==> src/rtl/icv_pkg.sv <==
package icv_pkg;
  localparam int CODE_W  = 7;
  localparam int FLAG_W  = 16;
  localparam int NEV     = 8;

  localparam logic [CODE_W-1:0] CODE_NONE     = 7'h40;
  localparam logic [CODE_W-1:0] CODE_EVT_BASE = 7'h41;

  // event index order equals code order above the base
  localparam int EV_BUS   = 0;
  localparam int EV_WAKE  = 1;
  localparam int EV_RXOVF = 2;
  localparam int EV_ADDR  = 3;
  localparam int EV_BW    = 4;
  localparam int EV_TMR   = 5;
  localparam int EV_MODE  = 6;
  localparam int EV_INV   = 7;

  // flag word bit positions read by software
  localparam int FB_TX    = 0;
  localparam int FB_RX    = 1;
  localparam int FB_TMR   = 2;
  localparam int FB_MODE  = 3;
  localparam int FB_RXOVF = 11;
  localparam int FB_SYS   = 12;
  localparam int FB_BUS   = 13;
  localparam int FB_WAKE  = 14;
  localparam int FB_INV   = 15;
endpackage

==> src/rtl/icv_first_set.sv <==
module icv_first_set #(
  parameter int W  = 32,
  parameter int IW = (W > 1) ? $clog2(W) : 1
) (
  input  logic [W-1:0]  req,
  output logic          hit,
  output logic [IW-1:0] idx
);
  // descending scan so the lowest set index is the last one written
  always_comb begin
    hit = |req;
    idx = '0;
    for (int i = W - 1; i >= 0; i--) begin
      if (req[i]) idx = IW'(i);
    end
  end
endmodule

==> src/rtl/icv_mode_watch.sv <==
module icv_mode_watch #(
  parameter int MODE_W = 3
) (
  input  logic              clk,
  input  logic              rst_n,
  input  logic [MODE_W-1:0] cur_mode,
  input  logic [MODE_W-1:0] req_mode,
  output logic              hit
);
  logic [MODE_W-1:0] prev_q;

  always_comb begin
    hit = (cur_mode != prev_q) && (cur_mode == req_mode);
  end

  always_ff @(posedge clk or negedge rst_n) begin
    if (!rst_n) prev_q <= '0;
    else        prev_q <= cur_mode;
  end
endmodule

==> src/rtl/icv_flag_bank.sv <==
module icv_flag_bank
  import icv_pkg::*;
#(
  parameter int N      = NEV,
  parameter int LOCKED = EV_RXOVF
) (
  input  logic         clk,
  input  logic         rst_n,
  input  logic [N-1:0] set_vec,
  input  logic [N-1:0] clr_vec,
  input  logic         module_on,
  output logic [N-1:0] flag_q
);
  logic [N-1:0] flag_d;

  for (genvar g = 0; g < N; g++) begin : g_bit
    if (g == LOCKED) begin : g_lock
      // only a module-off cycle clears this bit
      always_comb begin
        flag_d[g] = module_on & (set_vec[g] | flag_q[g]);
      end
    end else begin : g_norm
      // set beats clear in the same cycle
      always_comb begin
        flag_d[g] = set_vec[g] | (flag_q[g] & ~clr_vec[g]);
      end
    end
  end

  always_ff @(posedge clk or negedge rst_n) begin
    if (!rst_n) flag_q <= '0;
    else        flag_q <= flag_d;
  end
endmodule

==> src/rtl/irq_vector_encoder.sv <==
module irq_vector_encoder
  import icv_pkg::*;
#(
  parameter int NQ     = 32,
  parameter int FILT_W = 5,
  parameter int MODE_W = 3
) (
  input  logic              clk,
  input  logic              rst_n,
  input  logic [NQ-1:0]     queue_flag_i,
  input  logic [NQ-1:0]     queue_en_i,
  input  logic [NQ-1:0]     queue_is_tx_i,
  input  logic              bus_err_i,
  input  logic              wake_i,
  input  logic              rx_ovf_i,
  input  logic              addr_err_i,
  input  logic              bw_err_i,
  input  logic              tmr_ovf_i,
  input  logic              invalid_i,
  input  logic [MODE_W-1:0] cur_mode_i,
  input  logic [MODE_W-1:0] req_mode_i,
  input  logic              module_on_i,
  input  logic [NEV-1:0]    evt_en_i,
  input  logic              clr_we_i,
  input  logic [FLAG_W-1:0] clr_mask_i,
  input  logic              filt_hit_vld_i,
  input  logic [FILT_W-1:0] filt_hit_i,
  output logic [CODE_W-1:0] int_code_o,
  output logic [FILT_W-1:0] filt_hit_o,
  output logic              irq_o,
  output logic [FLAG_W-1:0] flags_o
);
  localparam int QIW = (NQ > 1) ? $clog2(NQ) : 1;
  localparam int EIW = $clog2(NEV);

  logic              mode_hit;
  logic [NEV-1:0]    set_vec, clr_vec, ev_q, ev_pend;
  logic [NQ-1:0]     q_pend;
  logic              q_hit, e_hit;
  logic [QIW-1:0]    q_idx;
  logic [EIW-1:0]    e_idx;
  logic [CODE_W-1:0] code_d, code_q;
  logic              irq_d, irq_q;
  logic [FILT_W-1:0] filt_q;

  icv_mode_watch #(.MODE_W(MODE_W)) u_mode (
    .clk(clk), .rst_n(rst_n), .cur_mode(cur_mode_i),
    .req_mode(req_mode_i), .hit(mode_hit)
  );

  always_comb begin
    set_vec           = '0;
    set_vec[EV_BUS]   = bus_err_i;
    set_vec[EV_WAKE]  = wake_i;
    set_vec[EV_RXOVF] = rx_ovf_i;
    set_vec[EV_ADDR]  = addr_err_i;
    set_vec[EV_BW]    = bw_err_i;
    set_vec[EV_TMR]   = tmr_ovf_i;
    set_vec[EV_MODE]  = mode_hit;
    set_vec[EV_INV]   = invalid_i;

    clr_vec           = '0;
    clr_vec[EV_BUS]   = clr_we_i & clr_mask_i[FB_BUS];
    clr_vec[EV_WAKE]  = clr_we_i & clr_mask_i[FB_WAKE];
    clr_vec[EV_ADDR]  = clr_we_i & clr_mask_i[FB_SYS];
    clr_vec[EV_BW]    = clr_we_i & clr_mask_i[FB_SYS];
    clr_vec[EV_TMR]   = clr_we_i & clr_mask_i[FB_TMR];
    clr_vec[EV_MODE]  = clr_we_i & clr_mask_i[FB_MODE];
    clr_vec[EV_INV]   = clr_we_i & clr_mask_i[FB_INV];
  end

  icv_flag_bank #(.N(NEV), .LOCKED(EV_RXOVF)) u_flags (
    .clk(clk), .rst_n(rst_n), .set_vec(set_vec), .clr_vec(clr_vec),
    .module_on(module_on_i), .flag_q(ev_q)
  );

  always_comb begin
    q_pend  = queue_flag_i & queue_en_i;
    ev_pend = ev_q & evt_en_i;
  end

  icv_first_set #(.W(NQ), .IW(QIW)) u_qsel (
    .req(q_pend), .hit(q_hit), .idx(q_idx)
  );

  icv_first_set #(.W(NEV), .IW(EIW)) u_esel (
    .req(ev_pend), .hit(e_hit), .idx(e_idx)
  );

  always_comb begin
    if (e_hit)      code_d = CODE_EVT_BASE + CODE_W'(e_idx);
    else if (q_hit) code_d = CODE_W'(q_idx);
    else            code_d = CODE_NONE;
    irq_d = e_hit | q_hit;
  end

  always_ff @(posedge clk or negedge rst_n) begin
    if (!rst_n) begin
      code_q <= CODE_NONE;
      irq_q  <= 1'b0;
    end else begin
      code_q <= code_d;
      irq_q  <= irq_d;
    end
  end

  always_ff @(posedge clk or negedge rst_n) begin
    if (!rst_n)              filt_q <= '0;
    else if (filt_hit_vld_i) filt_q <= filt_hit_i;
  end

  always_comb begin
    flags_o           = '0;
    flags_o[FB_TX]    = |(q_pend & queue_is_tx_i);
    flags_o[FB_RX]    = |(q_pend & ~queue_is_tx_i);
    flags_o[FB_TMR]   = ev_q[EV_TMR];
    flags_o[FB_MODE]  = ev_q[EV_MODE];
    flags_o[FB_RXOVF] = ev_q[EV_RXOVF];
    flags_o[FB_SYS]   = ev_q[EV_ADDR] | ev_q[EV_BW];
    flags_o[FB_BUS]   = ev_q[EV_BUS];
    flags_o[FB_WAKE]  = ev_q[EV_WAKE];
    flags_o[FB_INV]   = ev_q[EV_INV];
  end

  assign int_code_o = code_q;
  assign irq_o      = irq_q;
  assign filt_hit_o = filt_q;
endmodule

==> config.mk <==
export PLATFORM = sky130hd
export DESIGN_NAME = irq_vector_encoder
export DESIGN_NICKNAME = d
export VERILOG_FILES = /design/src/rtl/icv_pkg.sv /design/src/rtl/icv_first_set.sv /design/src/rtl/icv_mode_watch.sv /design/src/rtl/icv_flag_bank.sv /design/src/rtl/irq_vector_encoder.sv
export SDC_FILE = /design/constraint.sdc
export NUM_CORES = 1
export LEC_CHECK = 0
export BUFFER_PORTS_ARGS = -buffer_cell sky130_fd_sc_hd__clkbuf_2
export CAP_MARGIN = 20
export CORE_MARGIN = 3
export CORE_UTILIZATION = 42
export CTS_CLUSTER_DIAMETER = 40
export DETAILED_ROUTE_END_ITERATION = 12
export HOLD_SLACK_MARGIN = 0.05
export PLACE_DENSITY = 0.86
export SYNTH_ARGS = -nofsm -noshare
export SYNTH_HDL_FRONTEND = slang
export SYNTH_SLANG_ARGS = --single-unit
==> constraint.sdc <==
create_clock -name clk -period 5.41 [get_ports clk]
set_input_delay 1.082 -clock clk [delete_from_list [all_inputs] [get_ports clk]]
set_output_delay 1.082 -clock clk [all_outputs]
set_load 0.05 [all_outputs]
==> results.json, run 1 <==
{
  "fin_cells": 474,
  "fin_crit_sh_pct": 64.5,
  "reg2reg_from": "u_flags.flag_q[6]",
  "timing.critical_path.from": "queue_flag_i[13]",
  "synth_enable_flop_cells": 0,
  "cpMostUsedCell": "sky130_fd_sc_hd__clkbuf_2",
  "critical_path.cell_chain": "clkbuf_2 > nand2_1 > o22ai_1 > or4_1 > nor2_1 > nand3_1 > clkbuf_2",
  "final.setup.worst_slack_ps": 1920,
  "post_synth_xor_area_fraction_pct": 2.56,
  "detailedRoute.firstIterationViolations": 126,
  "yosys_register_bits": 23,
  "ys_dominant_reg_cell": "sky130_fd_sc_hd__dfrtp_1",
  "finalHoldViolCount": 0,
  "wl_um": 7860,
  "max_clock_freq_ghz": 0.287,
  "grtUsageTotal_pct": 26.0,
  "yosys-top-cells-area": "sky130_fd_sc_hd__dfrtp_1 27%, sky130_fd_sc_hd__nand2_1 9.1%, sky130_fd_sc_hd__nand3_1 9.0%, sky130_fd_sc_hd__a22o_1 6.0%, sky130_fd_sc_hd__buf_4 5.1%",
  "synth_top_area_cell": "sky130_fd_sc_hd__dfrtp_1",
  "syn-cell-area_sq_um": 2060,
  "ant_nets": 0,
  "yosysWarningCount": 0,
  "postSynthAreaPerCell_sq_um": 7.94,
  "crit_required_ps": 4330,
  "critPathLaunchType": "input port",
  "leakagePower_nw": 1.46,
  "timing.clock.skew_ps": 4.08,
  "numPortBuffers": 153,
  "cts-hold-fix-buffers": 0,
  "insertion_delay_ps": 260,
  "antenna_violations_before_repair": 0,
  "synth-seq-area-share_pct": 28.1,
  "die_area_sq_um": 5770,
  "worst_pin_slew_ps": 539,
  "setup_bufs_post_cts": 0,
  "clk_path_buf_depth": 2,
  "avgViaCountPerCell": 5.66,
  "vdd_drop_max_mv": 0.0919,
  "synth_top_family_by_area": "simple AND/OR/NAND/NOR gates",
  "residual_drc": 0,
  "tritoncts.num_buffers": 3,
  "synth.lib_cells_used.distinct": 50,
  "setup-tns-final_ps": 0,
  "fin_total_pwr_mw": 0.547,
  "timing.reg2reg.setup_slack_ps": 3340,
  "cts.root.buffer_cell": "sky130_fd_sc_hd__clkbuf_8",
  "wire_length_of_the_first_global_routing_pass_um": 12300,
  "powerDensity_nw_per_um2": 191,
  "slew-limit-headroom_pct": 64.1,
  "final_period_minus_worst_setup_slack_ps": 3490,
  "drv_cap": 0,
  "yosys.area_share.adder_pct": 0.609,
  "rsz_0062_raised_after_global_routing": "false",
  "crit_path_top_delay_cell": "sky130_fd_sc_hd__or4_1",
  "hold_path_startpoint": "filt_hit_o[0]",
  "num_rows": 24,
  "core_area_sq_um": 4530,
  "tritoncts_clock_tree": "yes",
  "start_util_pct": 45.3,
  "pin_count": 172,
  "numClockSinks": 23,
  "design.final.nets": 554,
  "grt.overflow.total": 0,
  "timing.critical_path.to_type": "primary output",
  "grt_max_degree": 24,
  "syn_to_final_growth_pct": 39.6,
  "crit_fanout": 3,
  "number_of_endpoints_failing_setup_at_the_final_stage": 0,
  "clkSlewWorstSetupHoldPaths_ps": 80,
  "fraction_of_the_mapped_netlist_area_in_compound_gates_pct": 28.8,
  "die-height_um": 76.0,
  "timing.setup.critical_path_class": "input port to primary output",
  "synth.most_common_cell": "sky130_fd_sc_hd__nand2_1",
  "num_antenna_cells": 0,
  "dp_worst_setup_slack_ps": 1930,
  "arr_time_crit_path_ps": 2410,
  "synth_common_cells": "50 x sky130_fd_sc_hd__nand2_1, 37 x sky130_fd_sc_hd__nand3_1, 22 x sky130_fd_sc_hd__dfrtp_1, 16 x sky130_fd_sc_hd__o22ai_1",
  "synth_top_area_share_pct": 26.8,
  "die_width_um": 76.0,
  "grt_pass1_vias": 2656,
  "place.detailed.hpwl_um": 7160,
  "wl_per_cell_um": 16.6,
  "cts_resized": 0,
  "final-max-slew-violation-count": 0,
  "syn-instance-count": 259,
  "drt_pre_antenna_iters": 5,
  "post_synth_and_or_nand_nor_area_fraction_pct": 31.6,
  "status": "complete, no violations",
  "ys_async_sr_fraction_pct": 100,
  "dp.cells": 470,
  "num_vias": 2681,
  "min_hold_slack_ps": 513,
  "gpl.final_weighted_congestion": 0.951,
  "hp-class": "flip-flop to flip-flop",
  "drive_gt1_share_pct": 41.6,
  "critical_path.max_stage_delay_ps": 510,
  "ctsHtreeMaxLevel": 1,
  "synth.mux.area_fraction_pct": 2.74
}
[layout by cell type (no fill, tap or decap), types with 2 or more instances in the layout]
cell / n
sky130_fd_sc_hd__nor3_1: 2
sky130_fd_sc_hd__a32o_1: 3
sky130_fd_sc_hd__o31ai_1: 2
sky130_fd_sc_hd__nand2_1: 50
sky130_fd_sc_hd__nand4_1: 11
sky130_fd_sc_hd__o22ai_1: 16
sky130_fd_sc_hd__a21oi_1: 4
sky130_fd_sc_hd__mux2_2: 5
sky130_fd_sc_hd__clkbuf_2: 153
sky130_fd_sc_hd__nor4_1: 6
sky130_fd_sc_hd__a22oi_1: 6
sky130_fd_sc_hd__and2_1: 4
sky130_fd_sc_hd__dfrtp_1: 22
sky130_fd_sc_hd__a31oi_1: 3
sky130_fd_sc_hd__o21ai_0: 3
sky130_fd_sc_hd__xor2_1: 6
sky130_fd_sc_hd__a21o_1: 7
sky130_fd_sc_hd__conb_1: 8
sky130_fd_sc_hd__a211oi_1: 2
sky130_fd_sc_hd__inv_1: 2
sky130_fd_sc_hd__nand3_1: 37
sky130_fd_sc_hd__or4_1: 3
sky130_fd_sc_hd__a22o_1: 14
sky130_fd_sc_hd__a21boi_0: 2
sky130_fd_sc_hd__nor2_1: 7
sky130_fd_sc_hd__a32oi_1: 3
sky130_fd_sc_hd__clkbuf_8: 3
[final cells by class]
| type | count | area [sq um] |
|---|---|---|
| tap | 65 | 81.3 |
| fill | 426 | 1660 |
| clock buffer | 3 | 41.3 |
| sequential | 23 | 577 |
| inverter | 2 | 7.51 |
| timing repair buffer | 153 | 766 |
| clock inverter | 1 | 5.00 |
| multi-input combinational | 227 | 1390 |
[routing by layer]
layer / GRT usage (%) / vias up / wire length [um] / share of wire (%)
met2: 45.2 / 156 / 3850 / 49
met1: 31.8 / 1210 / 3150 / 40
li1: - / 1301 / - / -
met4: 8.88 / 0 / 182 / 2.3
met3: 5.69 / 14 / 675 / 8.6
met5: 0 / - / 0 / 0
[state kept, by name, indices dropped and copies added (netlist names)]
signal and count:
u_flags.flag_q 8, u_mode.prev_q 3, irq_o 1, int_code_o 6, filt_hit_o 5
[worst paths after layout]
check                                     end  cells after the start
worst max-delay path               flags_o[1]                      7
worst min-delay path            filt_hit_o[0]                      1
worst max register to register  int_code_o[2]                     10
worst min register to register  filt_hit_o[0]                      1
max in group asynchronous       int_code_o[6]                      1
min in group asynchronous       filt_hit_o[1]                      1
[metrics by stage]
stage	instance area (sq um)	utilization [%]
after floorplan	2080	-
after CTS	2870	63.3
final	2870	63.3
after detailed placement	2820	62.3
after global placement	2820	62.3
after global routing	2870	63.3
[cells by family after synthesis]
logic type      Yosys count
simple gates            129
compound gates           78
flops                    23
buf+inv                  16
xor+xnor                  6
mux                       5
fa+ha+maj                 1
other cells               1
[power by group]
group	internal, mW	switching [mW]
Combinational	0.0928	0.159
Clock	0.0512	0.0485
Sequential	0.186	0.00890
[critical path: cells and delay by family]
kind	cells	cell delay (ps)
AND/OR/NAND/NOR	4	850
buffers and inverters	2	360
AO/OA/AOI/OAI	1	110
(Power assumes the default switching activity.)
==> run 2: changes to the inputs <==
ABC_AREA = 1   (was default)
CORE_UTILIZATION = 39   (was 42)
PLACE_DENSITY = 0.81   (was 0.86)
clock period = 3.4 ns   (was 5.41 ns; I/O delays follow)
==> run 2 against run 1 <==
  * Count of clock-buffer cells in the layout is the same
  * Flip-flop and latch count is the same
  * Combinational power grew 50%
  * Critical path type unchanged
  * Critical path depth is the same
  * Final area shrank 1.4%
  * Sequential power grew 58%
  * First-iteration DRC count shrank 56%
  * Highest routed layer unchanged
  * Power grew 55%
  * Global-route usage shrank 6.9 points
  * Non-clock buffer count is the same
==> results.json, run 2 <==
{
  "status": "complete, no violations",
  "rsz_0062_raised_after_global_routing": "false",
  "die_area_sq_um": 6060,
  "setup_bufs_post_cts": 0,
  "postLayoutCoreUtil_pct": 58.4,
  "wl_um": 6060,
  "gpl.final_weighted_congestion": 0.862,
  "postSynthAreaPerCell_sq_um": 6.81,
  "die_width_um": 77.9,
  "routed-wl-met2_um": 3300,
  "number_of_endpoints_failing_setup_at_the_final_stage": 0,
  "timing.reg2reg.setup_slack_ps": 1910,
  "critPathLaunchType": "input port",
  "yosys_register_bits": 23,
  "design.final.nets": 591,
  "cts_resized": 0,
  "insertion_delay_ps": 260,
  "crit_path_top_delay_cell": "sky130_fd_sc_hd__or4_1",
  "largest-register": "u_flags.flag_q",
  "tritoncts_clock_tree": "yes",
  "core_area_sq_um": 4850,
  "grt.overflow.total": 0,
  "powerDensity_nw_per_um2": 299,
  "pin_count": 172,
  "synth_top_area_cell": "sky130_fd_sc_hd__dfrtp_1",
  "crit_required_ps": 2720,
  "synth.lib_cells_used.distinct": 32,
  "start_util_pct": 41.5,
  "grt_pass1_vias": 2346,
  "numPortBuffers": 153,
  "drt_pre_antenna_iters": 4,
  "avgViaCountPerCell": 4.84,
  "wire_length_of_the_first_global_routing_pass_um": 9590,
  "residual_drc": 0,
  "yosysWarningCount": 0,
  "wl_per_cell_um": 11.8,
  "num_vias": 2483,
  "fin_crit_sh_pct": 82.4,
  "clkSlewWorstSetupHoldPaths_ps": 80,
  "top_signal_layer_used": "met4",
  "timing.critical_path.to_type": "primary output",
  "mostFrequentLayoutCells": "153 x sky130_fd_sc_hd__clkbuf_2, 110 x sky130_fd_sc_hd__nand2_1, 26 x sky130_fd_sc_hd__nor2_1",
  "ctsHtreeMaxLevel": 1,
  "antenna_violations_before_repair": 0,
  "synth.most_common_cell": "sky130_fd_sc_hd__nand2_1",
  "number_of_flip_flops_under_the_largest_register_name": 8,
  "critical_path.max_stage_delay_ps": 540,
  "setup-tns-final_ps": 0,
  "grt_max_degree": 24,
  "place.detailed.hpwl_um": 5650,
  "r2r_cells": 12,
  "final-max-slew-violation-count": 0,
  "critical_path.cell_chain": "clkbuf_2 > nand2_2 > inv_1 > a221oi_1 > o211ai_1 > or4_1 > clkbuf_2",
  "max_clock_freq_ghz": 0.357,
  "finalHoldViolCount": 0,
  "grtUsageTotal_pct": 19.1,
  "num_antenna_cells": 0,
  "final_period_minus_worst_setup_slack_ps": 2800,
  "synth_enable_flop_cells": 0,
  "vdd_drop_max_mv": 0.166,
  "ys_dominant_reg_cell": "sky130_fd_sc_hd__dfrtp_1",
  "fin_cells": 513,
  "cts-hold-fix-buffers": 0,
  "dp.cells": 509,
  "syn_to_final_growth_pct": 40.6,
  "detailedRoute.firstIterationViolations": 56,
  "cts.root.buffer_cell": "sky130_fd_sc_hd__clkbuf_8",
  "ys_async_sr_fraction_pct": 100,
  "drv_cap": 0,
  "die-height_um": 77.9,
  "timing.clock.skew_ps": 5.34,
  "crit_fanout": 4,
  "slew-limit-headroom_pct": 63.8,
  "met3_wirelength_um": 433,
  "arr_time_crit_path_ps": 2120,
  "wl_met1_um": 2290,
  "timing.setup.critical_path_class": "input port to primary output",
  "num_rows": 25,
  "synth-seq-area-share_pct": 28.6,
  "synth_top_area_share_pct": 27.3,
  "worst_pin_slew_ps": 542,
  "yosys-top-cells-area": "sky130_fd_sc_hd__dfrtp_1 27%, sky130_fd_sc_hd__nand2_1 20%, sky130_fd_sc_hd__nand2_4 6.1%, sky130_fd_sc_hd__nand3_1 5.7%, sky130_fd_sc_hd__buf_4 5.2%",
  "ant_nets": 0,
  "tritoncts.num_buffers": 3,
  "drive_gt1_share_pct": 40.8,
  "cpMostUsedCell": "sky130_fd_sc_hd__clkbuf_2",
  "synth_common_cells": "110 x sky130_fd_sc_hd__nand2_1, 26 x sky130_fd_sc_hd__nor2_1, 23 x sky130_fd_sc_hd__nand3_1, 22 x sky130_fd_sc_hd__dfrtp_1, 14 x sky130_fd_sc_hd__buf_4",
  "layout_commonest_cell": "sky130_fd_sc_hd__clkbuf_2",
  "syn-instance-count": 296,
  "leakagePower_nw": 1.72,
  "syn-cell-area_sq_um": 2010,
  "clk_path_buf_depth": 2,
  "hp-class": "input port to async pin",
  "numClockSinks": 23
}
==> run 2: cell types whose count changed after synthesis, moves of 6 or more <==
cell	change
sky130_fd_sc_hd__a22o_1	-14
sky130_fd_sc_hd__a22oi_1	-6
sky130_fd_sc_hd__nor2_1	+19
sky130_fd_sc_hd__inv_1	+11
sky130_fd_sc_hd__nand3_1	-14
sky130_fd_sc_hd__nand4_1	-9
sky130_fd_sc_hd__nand2_4	+11
sky130_fd_sc_hd__nand2_1	+60
==> run 2: cells by family (layout without fill, tap and decap cells) <==
kind of cell | after synthesis | count (layout) | synth area share, %
xor+xnor | 6 | 6 | 2.61
mux | 5 | 5 | 2.79
fa+ha+maj | 1 | 1 | 0.621
simple gates | 185 | 185 | 41.8
other cells | 1 | 8 | 0.186
buf+inv | 30 | 173 | 8.20
flops | 23 | 23 | 28.6
compound gates | 45 | 45 | 15.2
==> run 2: routing by layer <==
metal	vias to the layer above	GRT usage, %
met5	-	0
met4	0	4.45
met3	4	3.13
met2	103	38.4
met1	1086	20.3
li1	1290	-
==> run 2: worst max-delay path, delay by kind of cell <==
kind | cells | cell delay (ps)
AND/OR/NAND/NOR | 2 | 630
AO/OA/AOI/OAI | 2 | 430
buffers and inverters | 3 | 380
==> run 2: final timing paths <==
kind                              startpoint               end
setup / recovery            queue_flag_i[17]        flags_o[0]
hold / removal                         rst_n  u_mode.prev_q[1]
min in group clk               filt_hit_o[1]     filt_hit_o[1]
setup reg to reg           u_flags.flag_q[6]     int_code_o[1]
hold reg to reg                filt_hit_o[1]     filt_hit_o[1]
max in group asynchronous              rst_n     int_code_o[6]
==> run 2: power breakdown <==
group / switching [mW] / total, mW / internal (mW) / leakage [nW]
Sequential: 0.0121 / 0.308 / 0.296 / 0.262
Combinational: 0.241 / 0.379 / 0.137 / 1.43
Clock: 0.0786 / 0.160 / 0.0815 / 0.0255
Total: 0.332 / 0.847 / 0.515 / 1.72
==> run 2: final cells by class <==
type / instances / area (sq um)
repair buffers: 153 / 766
multi-input cells: 250 / 1300
fillers: 468 / 2020
flip-flops and latches: 23 / 577
well taps: 67 / 83.8
inverters: 16 / 60.1
clock buffers: 3 / 41.3
clock inverters: 1 / 5.00
==> run 2: stage by stage <==
step	instance area [sq um]	power (mW)	setup WS [ps]	hold slack (ps)
after floorplan	2040	0.556	799	384
after global placement	2790	0.684	559	490
after detailed placement	2790	0.694	581	498
after CTS	2830	0.857	571	406
after global routing	2830	0.907	459	439
final	2830	0.847	598	388
==> run 3: changes to the inputs <==
ABC_AREA = 0   (was 1)
PLACE_DENSITY = 0.8   (was 0.81)
clock period = 2.7 ns   (was 3.4 ns; I/O delays follow)
==> run 3 against run 2 <==
  * Power increased by 29%
  * Setup slack got worse by 320 ps
  * Clock power increased by 24%
  * Combinational power increased by 33%
  * Utilization increased by 0.071 points
  * Die area increased by 1.9%
  * Non-clock buffer count unchanged
  * Worst hold slack got worse by 130 ps
  * Critical path depth unchanged
  * Sequential share of layout area decreased by 0.28 points
  * Wire length increased by 34%
  * Critical path type unchanged
  * Critical endpoint is now flags_o[1]
==> results.json, run 3 (synthesis gave the netlist of run 1 again) <==
{
  "drt_pre_antenna_iters": 5,
  "die_area_sq_um": 6180,
  "power.share.combinational_pct": 46.1,
  "die_width_um": 78.6,
  "design_area_sq_um": 2870,
  "grtUsageMet2_pct": 45.5,
  "worst_pin_slew_ps": 548,
  "power.share.switching_pct": 39.4,
  "residual_drc": 0,
  "setup_bufs_post_cts": 0,
  "grt_use_met1_pct": 28.6,
  "start_util_pct": 41.9,
  "clkSlewWorstSetupHoldPaths_ps": 70,
  "grt_max_degree": 24,
  "crit_path_top_delay_cell": "sky130_fd_sc_hd__or4_1",
  "cts-hold-fix-buffers": 0,
  "pin_count": 172,
  "final.setup.worst_slack_ps": 282,
  "gpl.final_weighted_congestion": 0.937,
  "powerDensity_nw_per_um2": 381,
  "clk_path_buf_depth": 2,
  "finalHoldViolCount": 0,
  "vdd_drop_max_mv": 0.192,
  "crit_required_ps": 2160,
  "dp_worst_setup_slack_ps": 281,
  "use_met3_pct": 5.39,
  "avgViaCountPerCell": 5.79,
  "wl_per_cell_um": 17.1,
  "critical_path.max_stage_delay_ps": 500,
  "cts.root.buffer_cell": "sky130_fd_sc_hd__clkbuf_8",
  "cp_buf_inv_count": 2,
  "dp.cells": 472,
  "cts_resized": 0,
  "fin_crit_sh_pct": 89.5,
  "insertion_delay_ps": 260,
  "timing.setup.critical_path_class": "input port to primary output",
  "die-height_um": 78.6,
  "critPathLaunchType": "input port",
  "syn_to_final_growth_pct": 39.7,
  "core_area_sq_um": 4910,
  "placement.cell_area_sq_um": 2830,
  "critical_path.cell_chain": "clkbuf_2 > nand2_1 > o22ai_1 > or4_1 > nor2_1 > nand3_1 > clkbuf_2",
  "num_rows": 25,
  "slew-limit-headroom_pct": 63.4,
  "number_of_flip_flops_under_the_largest_register_name": 8,
  "top_usage_layer": "met2",
  "max_clock_freq_ghz": 0.414,
  "largest-register": "u_flags.flag_q",
  "timing.clock.skew_ps": 2.33,
  "cell_internal_pwr_mw": 0.664,
  "hp-class": "input port to async pin",
  "grtUsageTotal_pct": 24.7,
  "drv_cap": 0,
  "ant_nets": 0,
  "place.detailed.hpwl_um": 7250,
  "num_antenna_cells": 0,
  "detailedRoute.firstIterationViolations": 186,
  "final-max-slew-violation-count": 0,
  "numClockSinks": 23,
  "tritoncts.num_buffers": 3,
  "grt.overflow.total": 0,
  "p_seq_share_pct": 35.7,
  "numPortBuffers": 153,
  "cpMostUsedCell": "sky130_fd_sc_hd__clkbuf_2",
  "ctsHtreeMaxLevel": 1,
  "setup-tns-final_ps": 0,
  "arr_time_crit_path_ps": 1880,
  "wl_um": 8150,
  "wire_length_of_the_first_global_routing_pass_um": 12100,
  "design.final.nets": 554,
  "leakagePower_nw": 1.45,
  "rsz_0062_raised_after_global_routing": "false",
  "drive_gt1_share_pct": 41.3,
  "crit_fanout": 3,
  "number_of_endpoints_failing_setup_at_the_final_stage": 0,
  "grt_pass1_vias": 2639,
  "timing.critical_path.to_type": "primary output",
  "status": "complete, no violations",
  "crit_family": "simple AND/OR/NAND/NOR gates",
  "power.share.clock_pct": 18.2,
  "antenna_violations_before_repair": 0,
  "min_hold_slack_ps": 256,
  "net-switching-power_mw": 0.431,
  "layout_commonest_cell": "sky130_fd_sc_hd__clkbuf_2",
  "final_period_minus_worst_setup_slack_ps": 2420,
  "mostFrequentLayoutCells": "153 x sky130_fd_sc_hd__clkbuf_2, 50 x sky130_fd_sc_hd__nand2_1, 37 x sky130_fd_sc_hd__nand3_1",
  "fin_cells": 476,
  "num_vias": 2756,
  "tritoncts_clock_tree": "yes"
}
[run 3: cell types whose count changed in the layout (fill, tap and decap cells not counted), moves of 4 or more]
cell | before | now
sky130_fd_sc_hd__nand4_1 | 2 | 11
sky130_fd_sc_hd__a22oi_1 | 0 | 6
sky130_fd_sc_hd__nand2_4 | 11 | 0
sky130_fd_sc_hd__nor2_1 | 26 | 7
sky130_fd_sc_hd__a31oi_1 | 7 | 3
sky130_fd_sc_hd__nand3_1 | 23 | 37
sky130_fd_sc_hd__nand2_2 | 5 | 0
sky130_fd_sc_hd__and2_1 | 0 | 4
sky130_fd_sc_hd__inv_1 | 13 | 2
sky130_fd_sc_hd__nand2_1 | 110 | 50
sky130_fd_sc_hd__o22ai_1 | 12 | 16
sky130_fd_sc_hd__a22o_1 | 0 | 14
[run 3: final timing paths]
kind / endpoint / startpoint / slack (ps) / cells after the start
worst max-delay path: flags_o[1] / queue_flag_i[13] / 280 / 7
worst min-delay path: filt_hit_o[2] / rst_n / 260 / 1
worst max register to register: int_code_o[2] / u_flags.flag_q[6] / 550 / 10
worst min register to register: filt_hit_o[2] / filt_hit_o[2] / 510 / 1
max in group asynchronous: int_code_o[6] / rst_n / 2080 / 1
min in group clk: u_mode.prev_q[1] / cur_mode_i[1] / 440 / 1
[run 3: final cells by class]
cell class,instances,area [sq um]
tap,67,83.8
multi-input combinational,227,1390
fill,466,2040
sequential,23,577
timing repair buffer,153,766
clock buffer,4,45.0
inverter,2,7.51
[run 3: worst reg2reg max path: stages (launching register included)]
cell and delay, ps:
sky130_fd_sc_hd__dfrtp_1 410, sky130_fd_sc_hd__nand2_1 80, sky130_fd_sc_hd__a32o_1 250, sky130_fd_sc_hd__a22oi_1 160
sky130_fd_sc_hd__a21oi_1 60, sky130_fd_sc_hd__o21ai_0 380, sky130_fd_sc_hd__inv_1 90, sky130_fd_sc_hd__ha_1 230
sky130_fd_sc_hd__a211oi_1 240, sky130_fd_sc_hd__a21o_1 110, sky130_fd_sc_hd__a31o_1 100
[run 3: routing by layer]
layer	part of all wire [%]	vias up
met3	12	15
met5	0	-
met2	50	197
met4	1.8	0
met1	36	1235
li1	-	1309
[run 3: power by group through the flow]
stage          clock network (mW)  logic [mW]  registers [mW]
5_1_grt                     0.224       0.546           0.394
3_3_place_gp                    0       0.501           0.396
2_1_floorplan                   0       0.248           0.452
4_1_cts                     0.208       0.504           0.390
6_report                    0.199       0.505           0.390
3_5_place_dp                    0       0.501           0.397
[run 3: metrics by stage]
step	utilization, %	total power, mW
after floorplan	-	0.700
after global placement	57.6	0.897
after detailed placement	57.6	0.898
after CTS	58.5	1.10
after global routing	58.5	1.16
final	58.5	1.09
